===== src/rtl/netctl_csr_pkg.sv =====
package netctl_csr_pkg;
  localparam int HOST_W   = 16;
  localparam int NUM_REGS = 4;
  localparam int PTR_W    = $clog2(NUM_REGS);
  localparam int EVT_W    = 8;
  localparam int FLAG_W   = 7;

  // register 0 bit positions
  localparam int C0_INIT    = 0;
  localparam int C0_START   = 1;
  localparam int C0_STOP    = 2;
  localparam int C0_TDMD    = 3;
  localparam int C0_INTEN   = 4;
  localparam int C0_SUM     = 5;
  localparam int C0_HALT    = 6;
  localparam int C0_FLAG_LO = 7;
  localparam int C0_ERR     = 15;

  // flag indices inside the flag group
  localparam int F_IDONE = 0;
  localparam int F_RX    = 1;
  localparam int F_TX    = 2;
  localparam int F_MEM   = 3;
  localparam int F_MISS  = 4;
  localparam int F_COLL  = 5;
  localparam int F_BABL  = 6;

  // core event strobe indices
  localparam int EV_IDONE = 0;
  localparam int EV_IFAIL = 1;
  localparam int EV_RX    = 2;
  localparam int EV_TX    = 3;
  localparam int EV_BABL  = 4;
  localparam int EV_COLL  = 5;
  localparam int EV_MISS  = 6;
  localparam int EV_MEM   = 7;

  typedef enum logic {S_IDLE, S_DONE} acc_state_t;

  typedef struct packed {
    logic                ptrWr;
    logic                ptrRd;
    logic [NUM_REGS-1:0] regWr;
    logic [NUM_REGS-1:0] regRd;
    logic [HOST_W-1:0]   wdata;
  } csr_strobe_t;
endpackage


===== src/rtl/csr_ctrl.sv =====
module csr_ctrl
  import netctl_csr_pkg::*;
(
  input  logic              clk,
  input  logic              rst,
  input  logic              hostReq,
  input  logic              hostSel,
  input  logic              hostWr,
  input  logic [HOST_W-1:0] hostWdata,
  input  logic              coreReady,
  input  logic [PTR_W-1:0]  curPtr,
  output csr_strobe_t       strobe,
  output logic              hostAck
);
  acc_state_t state;
  logic take;

  assign take = (state == S_IDLE) && hostReq && coreReady;

  always_ff @(posedge clk) begin
    if (rst) begin
      state   <= S_IDLE;
      hostAck <= 1'b0;
    end else begin
      state   <= take ? S_DONE : S_IDLE;
      hostAck <= take;
    end
  end

  always_comb begin
    strobe.ptrWr = take && !hostSel && hostWr;
    strobe.ptrRd = take && !hostSel && !hostWr;
    strobe.wdata = hostWdata;
  end

  for (genvar g = 0; g < NUM_REGS; g++) begin : g_dec
    assign strobe.regWr[g] = take && hostSel && hostWr  && (curPtr == PTR_W'(g));
    assign strobe.regRd[g] = take && hostSel && !hostWr && (curPtr == PTR_W'(g));
  end


  ack_single_chk: assert property (@(posedge clk) disable iff (rst)
    hostAck |=> !hostAck);

  no_take_stalled_chk: assert property (@(posedge clk) disable iff (rst)
    !coreReady |=> !hostAck);

  one_target_chk: assert property (@(posedge clk) disable iff (rst)
    $onehot0({strobe.regWr, strobe.regRd, strobe.ptrWr, strobe.ptrRd}));
endmodule


===== src/rtl/csr_datapath.sv =====
module csr_datapath
  import netctl_csr_pkg::*;
#(
  parameter int ADDR_HI_W = 8,
  parameter int MODE_W    = 3
)(
  input  logic                 clk,
  input  logic                 rst,
  input  csr_strobe_t          strobe,
  input  logic [EVT_W-1:0]     coreEvent,
  output logic [PTR_W-1:0]     curPtr,
  output logic [HOST_W-1:0]    hostRdata,
  output logic [ADDR_HI_W+15:0] initAddr,
  output logic [MODE_W-1:0]    busMode,
  output logic                 irq,
  output logic                 cmdInit,
  output logic                 cmdStart,
  output logic                 cmdStop,
  output logic                 cmdTdmd
);
  logic [PTR_W-1:0]     ptrQ;
  logic                 haltQ, intEnQ;
  logic [FLAG_W-1:0]    flagQ, flagSet, flagClr;
  logic [HOST_W-1:0]    addrLoQ;
  logic [ADDR_HI_W-1:0] addrHiQ;
  logic [MODE_W-1:0]    modeQ;
  logic [HOST_W-1:0]    wd, csr0Val;
  logic                 wr0, stopReq, goReq, errBit, sumBit;
  logic [HOST_W-1:0]    regView [NUM_REGS];
  logic                 unusedWd;

  assign wd       = strobe.wdata;
  assign unusedWd = ^wd;
  assign wr0      = strobe.regWr[0];
  assign stopReq  = wr0 && wd[C0_STOP];
  assign goReq    = wr0 && (wd[C0_INIT] || wd[C0_START]) && !wd[C0_STOP];
  assign flagClr  = wr0 ? wd[C0_FLAG_LO +: FLAG_W] : '0;

  always_comb begin
    flagSet          = '0;
    flagSet[F_IDONE] = coreEvent[EV_IDONE];
    flagSet[F_RX]    = coreEvent[EV_RX];
    flagSet[F_TX]    = coreEvent[EV_TX];
    flagSet[F_MEM]   = coreEvent[EV_MEM] || coreEvent[EV_IFAIL];
    flagSet[F_MISS]  = coreEvent[EV_MISS];
    flagSet[F_COLL]  = coreEvent[EV_COLL];
    flagSet[F_BABL]  = coreEvent[EV_BABL];
  end

  assign errBit = flagQ[F_MEM] || flagQ[F_MISS] || flagQ[F_COLL] || flagQ[F_BABL];
  assign sumBit = |flagQ;

  always_comb begin
    csr0Val                        = '0;
    csr0Val[C0_INTEN]              = intEnQ;
    csr0Val[C0_SUM]                = sumBit;
    csr0Val[C0_HALT]               = haltQ;
    csr0Val[C0_FLAG_LO +: FLAG_W]  = flagQ;
    csr0Val[C0_ERR]                = errBit;
  end

  assign regView[0] = csr0Val;
  assign regView[1] = addrLoQ;
  assign regView[2] = HOST_W'(addrHiQ);
  assign regView[3] = HOST_W'(modeQ);

  // run control and event flags
  always_ff @(posedge clk) begin
    if (rst) begin
      haltQ  <= 1'b1;
      intEnQ <= 1'b0;
      flagQ  <= '0;
    end else begin
      flagQ <= (flagQ & ~flagClr) | flagSet;
      if (coreEvent[EV_MEM] || stopReq) haltQ <= 1'b1;
      else if (goReq)                   haltQ <= 1'b0;
      if (stopReq)                      intEnQ <= 1'b0;
      else if (wr0 && wd[C0_INTEN])     intEnQ <= 1'b1;
    end
  end

  // command pulses
  always_ff @(posedge clk) begin
    if (rst) begin
      cmdInit  <= 1'b0;
      cmdStart <= 1'b0;
      cmdStop  <= 1'b0;
      cmdTdmd  <= 1'b0;
    end else begin
      cmdInit  <= wr0 && wd[C0_INIT]  && !wd[C0_STOP];
      cmdStart <= wr0 && wd[C0_START] && !wd[C0_STOP];
      cmdStop  <= stopReq;
      cmdTdmd  <= wr0 && wd[C0_TDMD];
    end
  end

  // pointer and configuration registers
  always_ff @(posedge clk) begin
    if (rst) begin
      ptrQ    <= '0;
      addrLoQ <= '0;
      addrHiQ <= '0;
      modeQ   <= '0;
    end else begin
      if (strobe.ptrWr)               ptrQ    <= wd[PTR_W-1:0];
      if (strobe.regWr[1] && haltQ)   addrLoQ <= wd;
      if (strobe.regWr[2] && haltQ)   addrHiQ <= wd[ADDR_HI_W-1:0];
      if (strobe.regWr[3] && haltQ)   modeQ   <= wd[MODE_W-1:0];
    end
  end

  // read data capture
  always_ff @(posedge clk) begin
    if (rst) begin
      hostRdata <= '0;
    end else if (strobe.ptrRd) begin
      hostRdata <= HOST_W'(ptrQ);
    end else begin
      for (int i = 0; i < NUM_REGS; i++)
        if (strobe.regRd[i]) hostRdata <= regView[i];
    end
  end

  assign curPtr   = ptrQ;
  assign initAddr = {addrHiQ, addrLoQ};
  assign busMode  = modeQ;
  assign irq      = sumBit && intEnQ;


  stop_priority_chk: assert property (@(posedge clk) disable iff (rst)
    cmdStop |-> (!cmdStart && !cmdInit));

  stop_masks_irq_chk: assert property (@(posedge clk) disable iff (rst)
    cmdStop |-> !irq);

  cfg_locked_chk: assert property (@(posedge clk) disable iff (rst)
    !haltQ |=> ($stable(initAddr) && $stable(busMode)));

  w1c_only_chk: assert property (@(posedge clk) disable iff (rst)
    (|($past(flagQ) & ~flagQ)) |-> $past(strobe.regWr[0]));

  pulse_single_chk: assert property (@(posedge clk) disable iff (rst)
    (cmdInit || cmdStart || cmdStop || cmdTdmd) |=> !(cmdInit || cmdStart || cmdStop || cmdTdmd));
endmodule


===== src/rtl/netctl_csr_file.sv =====
module netctl_csr_file
  import netctl_csr_pkg::*;
#(
  parameter int ADDR_HI_W = 8,
  parameter int MODE_W    = 3
)(
  input  logic                  clk,
  input  logic                  rst,
  input  logic                  hostReq,
  input  logic                  hostSel,
  input  logic                  hostWr,
  input  logic [15:0]           hostWdata,
  output logic                  hostAck,
  output logic [15:0]           hostRdata,
  input  logic                  coreReady,
  input  logic [7:0]            coreEvent,
  output logic                  cmdInit,
  output logic                  cmdStart,
  output logic                  cmdStop,
  output logic                  cmdTdmd,
  output logic [ADDR_HI_W+15:0] initAddr,
  output logic [MODE_W-1:0]     busMode,
  output logic                  irq
);
  csr_strobe_t      strobe;
  logic [PTR_W-1:0] curPtr;

  csr_ctrl u_ctrl (
    .clk(clk), .rst(rst), .hostReq(hostReq), .hostSel(hostSel), .hostWr(hostWr),
    .hostWdata(hostWdata), .coreReady(coreReady), .curPtr(curPtr),
    .strobe(strobe), .hostAck(hostAck)
  );

  csr_datapath #(.ADDR_HI_W(ADDR_HI_W), .MODE_W(MODE_W)) u_dp (
    .clk(clk), .rst(rst), .strobe(strobe), .coreEvent(coreEvent),
    .curPtr(curPtr), .hostRdata(hostRdata), .initAddr(initAddr), .busMode(busMode),
    .irq(irq), .cmdInit(cmdInit), .cmdStart(cmdStart), .cmdStop(cmdStop), .cmdTdmd(cmdTdmd)
  );
endmodule


===== config.mk =====
export PLATFORM = sky130hd
export DESIGN_NAME = netctl_csr_file
export DESIGN_NICKNAME = d
export VERILOG_FILES = /design/src/rtl/netctl_csr_pkg.sv /design/src/rtl/csr_ctrl.sv /design/src/rtl/csr_datapath.sv /design/src/rtl/netctl_csr_file.sv
export SDC_FILE = /design/constraint.sdc
export NUM_CORES = 1
export LEC_CHECK = 0
export ABC_AREA = 0
export BUFFER_PORTS_ARGS = -buffer_cell sky130_fd_sc_hd__buf_2
export CORE_MARGIN = 3
export CORE_UTILIZATION = 45
export CTS_BUF_LIST = sky130_fd_sc_hd__clkbuf_16
export CTS_CLUSTER_SIZE = 14
export DETAILED_ROUTE_END_ITERATION = 8
export MAX_ROUTING_LAYER = met4
export PLACE_DENSITY_LB_ADDON = 0.25
export SKIP_CTS_REPAIR_TIMING = 1
export SLEW_MARGIN = 30
export SYNTH_ARGS = -nofsm -noshare
export SYNTH_HDL_FRONTEND = slang
export SYNTH_HIERARCHICAL = 1
export SYNTH_SLANG_ARGS = --single-unit

===== constraint.sdc =====
create_clock -name clk -period 5.18 [get_ports clk]
set_input_delay 0.518 -clock clk [delete_from_list [all_inputs] [get_ports clk]]
set_output_delay 0.518 -clock clk [all_outputs]
set_load 0.03 [all_outputs]

==> impl_metrics.env <==
export IMPL_cpPeakStageDelay_ns=0.58
export IMPL_cts_sinks=59
export IMPL_start_kind="flop"
export IMPL_internal_power_w=0.000849
export IMPL_maxCapViolCount=0
export IMPL_finalInstanceArea_mm2=0.00324
export IMPL_cts_clk_slew_worst_paths_ns=0.05
export IMPL_p_seq_share_pct=43.3
export IMPL_setup_viol=0
export IMPL_synth_edf_count=0
export IMPL_cts_buffer_depth=2
export IMPL_dr_pass1_iters=4
export IMPL_hp_start="coreEvent[6]"
export IMPL_clkLatencyLatePin_ns=0.32
export IMPL_area_delta_synth_final_pct=23.5
export IMPL_synthSimpleGateAreaFrac_pct=25.8
export IMPL_worst_path_buf_inv=1
export IMPL_synth_area_leaders="dfxtp_1 (45%), nand2_1 (8.7%), a21oi_1 (8.2%)"
export IMPL_regToRegEndpoint="u_dp/hostRdata[2]$_SDFFE_PP0P_"
export IMPL_ff2ff_setup_slack_ns=3.14
export IMPL_die_h_um=82.4
export IMPL_crit_cells=4
export IMPL_root_buffer="clkbuf_16"
export IMPL_synth_top_area_share_pct=45.0
export IMPL_cts_buffers=9
export IMPL_drt_iter0_markers=145
export IMPL_synth_xor_area_share_pct=0
export IMPL_syn_inst=310
export IMPL_grt_pass1_wl_um=10200
export IMPL_start_util_pct=47.1
export IMPL_die_area_mm2=0.00679
export IMPL_p_leak_nw=1.32
export IMPL_ys_seq_elements=59
export IMPL_p_comb_share_pct=5.4
export IMPL_vias=2292
export IMPL_multi_input_area_mm2=0.00124
export IMPL_cts_max_level=3
export IMPL_insertedDiodeCount=0
export IMPL_antenna_found_initial=0
export IMPL_synth_common_cells="nand2_1 (61), dfxtp_1 (59), a21oi_1 (43), nor2_1 (22)"
export IMPL_rsz0062_at_grt="false"
export IMPL_synth_top_family_by_area="simple AND/OR/NAND/NOR gates"
export IMPL_slew_headroom_pct=44.5
export IMPL_required_ns=4.66
export IMPL_synth_most_common_cell="nand2_1"
export IMPL_outcome="completed"
export IMPL_drtAntennaViolNets=0
export IMPL_final_max_slew_viol_count=0
export IMPL_die_x_um=82.4
export IMPL_min_period_ns=2.38
export IMPL_peakVddDrop_v=0.000217
export IMPL_timing_rr_start="u_ctrl/hostAck$_SDFF_PP0_"
export IMPL_cts_tree="yes"
export IMPL_synth_seq_area_share_pct=45.0
export IMPL_grt_usage_pct=20.7
export IMPL_p_clk_share_pct=51.4
export IMPL_routed_wl_um=6630
export IMPL_post_route_period_util_pct=45.9
export IMPL_grt_pass1_vias=2026
export IMPL_synth_area_mux_share_pct=6.91
export IMPL_ys_flop_type="dfxtp_1"
export IMPL_cp_arrival_ns=1.86
export IMPL_worstPathMaxFanout=3
export IMPL_slowest_stage="or4_1"
export IMPL_hold_viol_final=0
export IMPL_worst_pin_slew_ns=0.833
export IMPL_grt_max_degree=48
export IMPL_final_nets=397
export IMPL_synthAdderAreaFrac_pct=0
export IMPL_n_fill_cell=530
export IMPL_p_per_area_mw_per_mm2=334
export IMPL_reg2reg_depth=5
export IMPL_setup_tns_ns=0
export IMPL_num_rows=27
export IMPL_drcViolationCount=0
export IMPL_ios=79
export IMPL_switchingPower_w=0.000234
export IMPL_portBuffers=78
export IMPL_wl_per_cell_um=14.9
export IMPL_p_sw_share_pct=21.6
export IMPL_synthesis_nets=340
export IMPL_post_synth_num_cell_types=40
export IMPL_synth_area_per_cell_um2=8.47
export IMPL_gp_congestion=0.796
export IMPL_drive_above_1_share_pct=29.8
export IMPL_yosys_area_top_type="dfxtp_1"
export IMPL_worstPathCellList="or4_1 > nor4_1 > nor2b_1 > buf_2"
export IMPL_placed_cell_area_mm2=0.00295
export IMPL_synth_compound_area_share_pct=13.3
export IMPL_crit_path_end_kind="primary output"
export IMPL_syn_area_mm2=0.00263
export IMPL_max_freq_mhz=421
export IMPL_worst_clock_skew_ns=0.00471
export IMPL_whs_ns=0.408
export IMPL_vias_per_cell=5.16
export IMPL_hold_path_class="in -> reg"
export IMPL_dp_final_hpwl_um=4570
export IMPL_hold_path_cell_count=3
export IMPL_async_reset_ff_share_pct=0
export IMPL_path_delay_family="simple AND/OR/NAND/NOR gates"
export IMPL_register_area_mm2=0.00118
export IMPL_yosysWarningCount=6
export IMPL_grt_overflow_total=0
export IMPL_core_area_mm2=0.00557
export IMPL_worst_setup_path_type="reg -> out"
export IMPL_min_to="u_dp/flagQ[4]$_SDFF_PP0_"
## sequential cells by signal (all words and copies together), names as in the netlist
signal	cells
u_dp/cmdStop	1
u_dp/addrLoQ	16
u_dp/haltQ	1
u_dp/intEnQ	1
u_dp/addrHiQ	8
u_dp/cmdInit	1
u_ctrl/hostAck	1
u_dp/curPtr	2
u_dp/busMode	3
u_dp/flagQ	7
u_dp/cmdStart	1
u_dp/cmdTdmd	1
u_dp/hostRdata	16
## kinds of logic (layout without fill, tap and decap cells)
group / Yosys count / in the layout
AND/OR/NAND/NOR: 133 / 133
AO/OA/AOI/OAI: 59 / 59
flip-flops: 59 / 59
buffers and inverters: 42 / 104
multiplexers: 17 / 17
## worst reg2reg max path: stages (launching register included)
cell	delay [ns]
dfxtp_1	0.31
nand4b_4	0.26
nor4b_4	0.64
a21oi_1	0.17
a221o_1	0.35
a211oi_1	0.21
## how the worst max path moves through the flow
stage / from / to / slack, ns
2_1_floorplan: hostWr / u_dp/hostRdata[10]$_SDFFE_PP0P_ / 2.83
3_3_place_gp: hostSel / u_dp/hostRdata[5]$_SDFFE_PP0P_ / 2.63
3_5_place_dp: hostSel / u_dp/hostRdata[5]$_SDFFE_PP0P_ / 2.81
4_1_cts: u_dp/flagQ[3]$_SDFF_PP0_ / irq / 2.78
5_1_grt: u_dp/flagQ[3]$_SDFF_PP0_ / irq / 2.63
6_report: u_dp/flagQ[3]$_SDFF_PP0_ / irq / 2.80
## stage by stage
| step | util [%] | power, W | setup WS, ns | std cells |
|---|---|---|---|---|
| floorplan | - | 0.000520 | 2.83 | 310 |
| global placement | 52.8 | 0.000534 | 2.63 | 428 |
| detailed placement | 53.0 | 0.000536 | 2.81 | 428 |
| CTS | 58.1 | 0.00109 | 2.78 | 444 |
| global route | 58.2 | 0.00112 | 2.63 | 444 |
| finish | 58.2 | 0.00108 | 2.80 | 444 |
## routing by layer
| layer | part of all wire (%) | GRT usage [%] | up-vias |
|---|---|---|---|
| met2 | 47 | 30.4 | 67 |
| met4 | 1.0 | 8.64 | 0 |
| met1 | 47 | 27.9 | 1055 |
| met5 | 0 | - | - |
| met3 | 5.5 | 3.90 | 6 |
| li1 | - | - | 1164 |
## power groups by stage
stage	Sequential (W)	Combinational, W	Clock [W]
6_report	0.000469	0.0000580	0.000557
5_1_grt	0.000469	0.0000639	0.000590
4_1_cts	0.000468	0.0000583	0.000566
3_5_place_dp	0.000478	0.0000582	0
3_3_place_gp	0.000477	0.0000568	0
2_1_floorplan	0.000481	0.0000388	0
## cell type report
cell class | count | area share [%]
multi-input combinational | 209 | 38.3
sequential | 59 | 36.4
timing repair buffer | 83 | 13.2
clock buffer | 9 | 6.94
tap | 72 | 2.78
clock inverter | 7 | 1.81
inverter | 5 | 0.579
## placed cells by master (no fill, tap or decap), types with 6 or more instances in the layout
master,instances
a21oi_1,43
dfxtp_1,59
nand3_1,12
nand3b_1,6
buf_2,78
mux2i_1,8
nand2_1,61
nor2_1,22
clkbuf_16,9
Note: power is estimated with default switching activity, not from simulation.
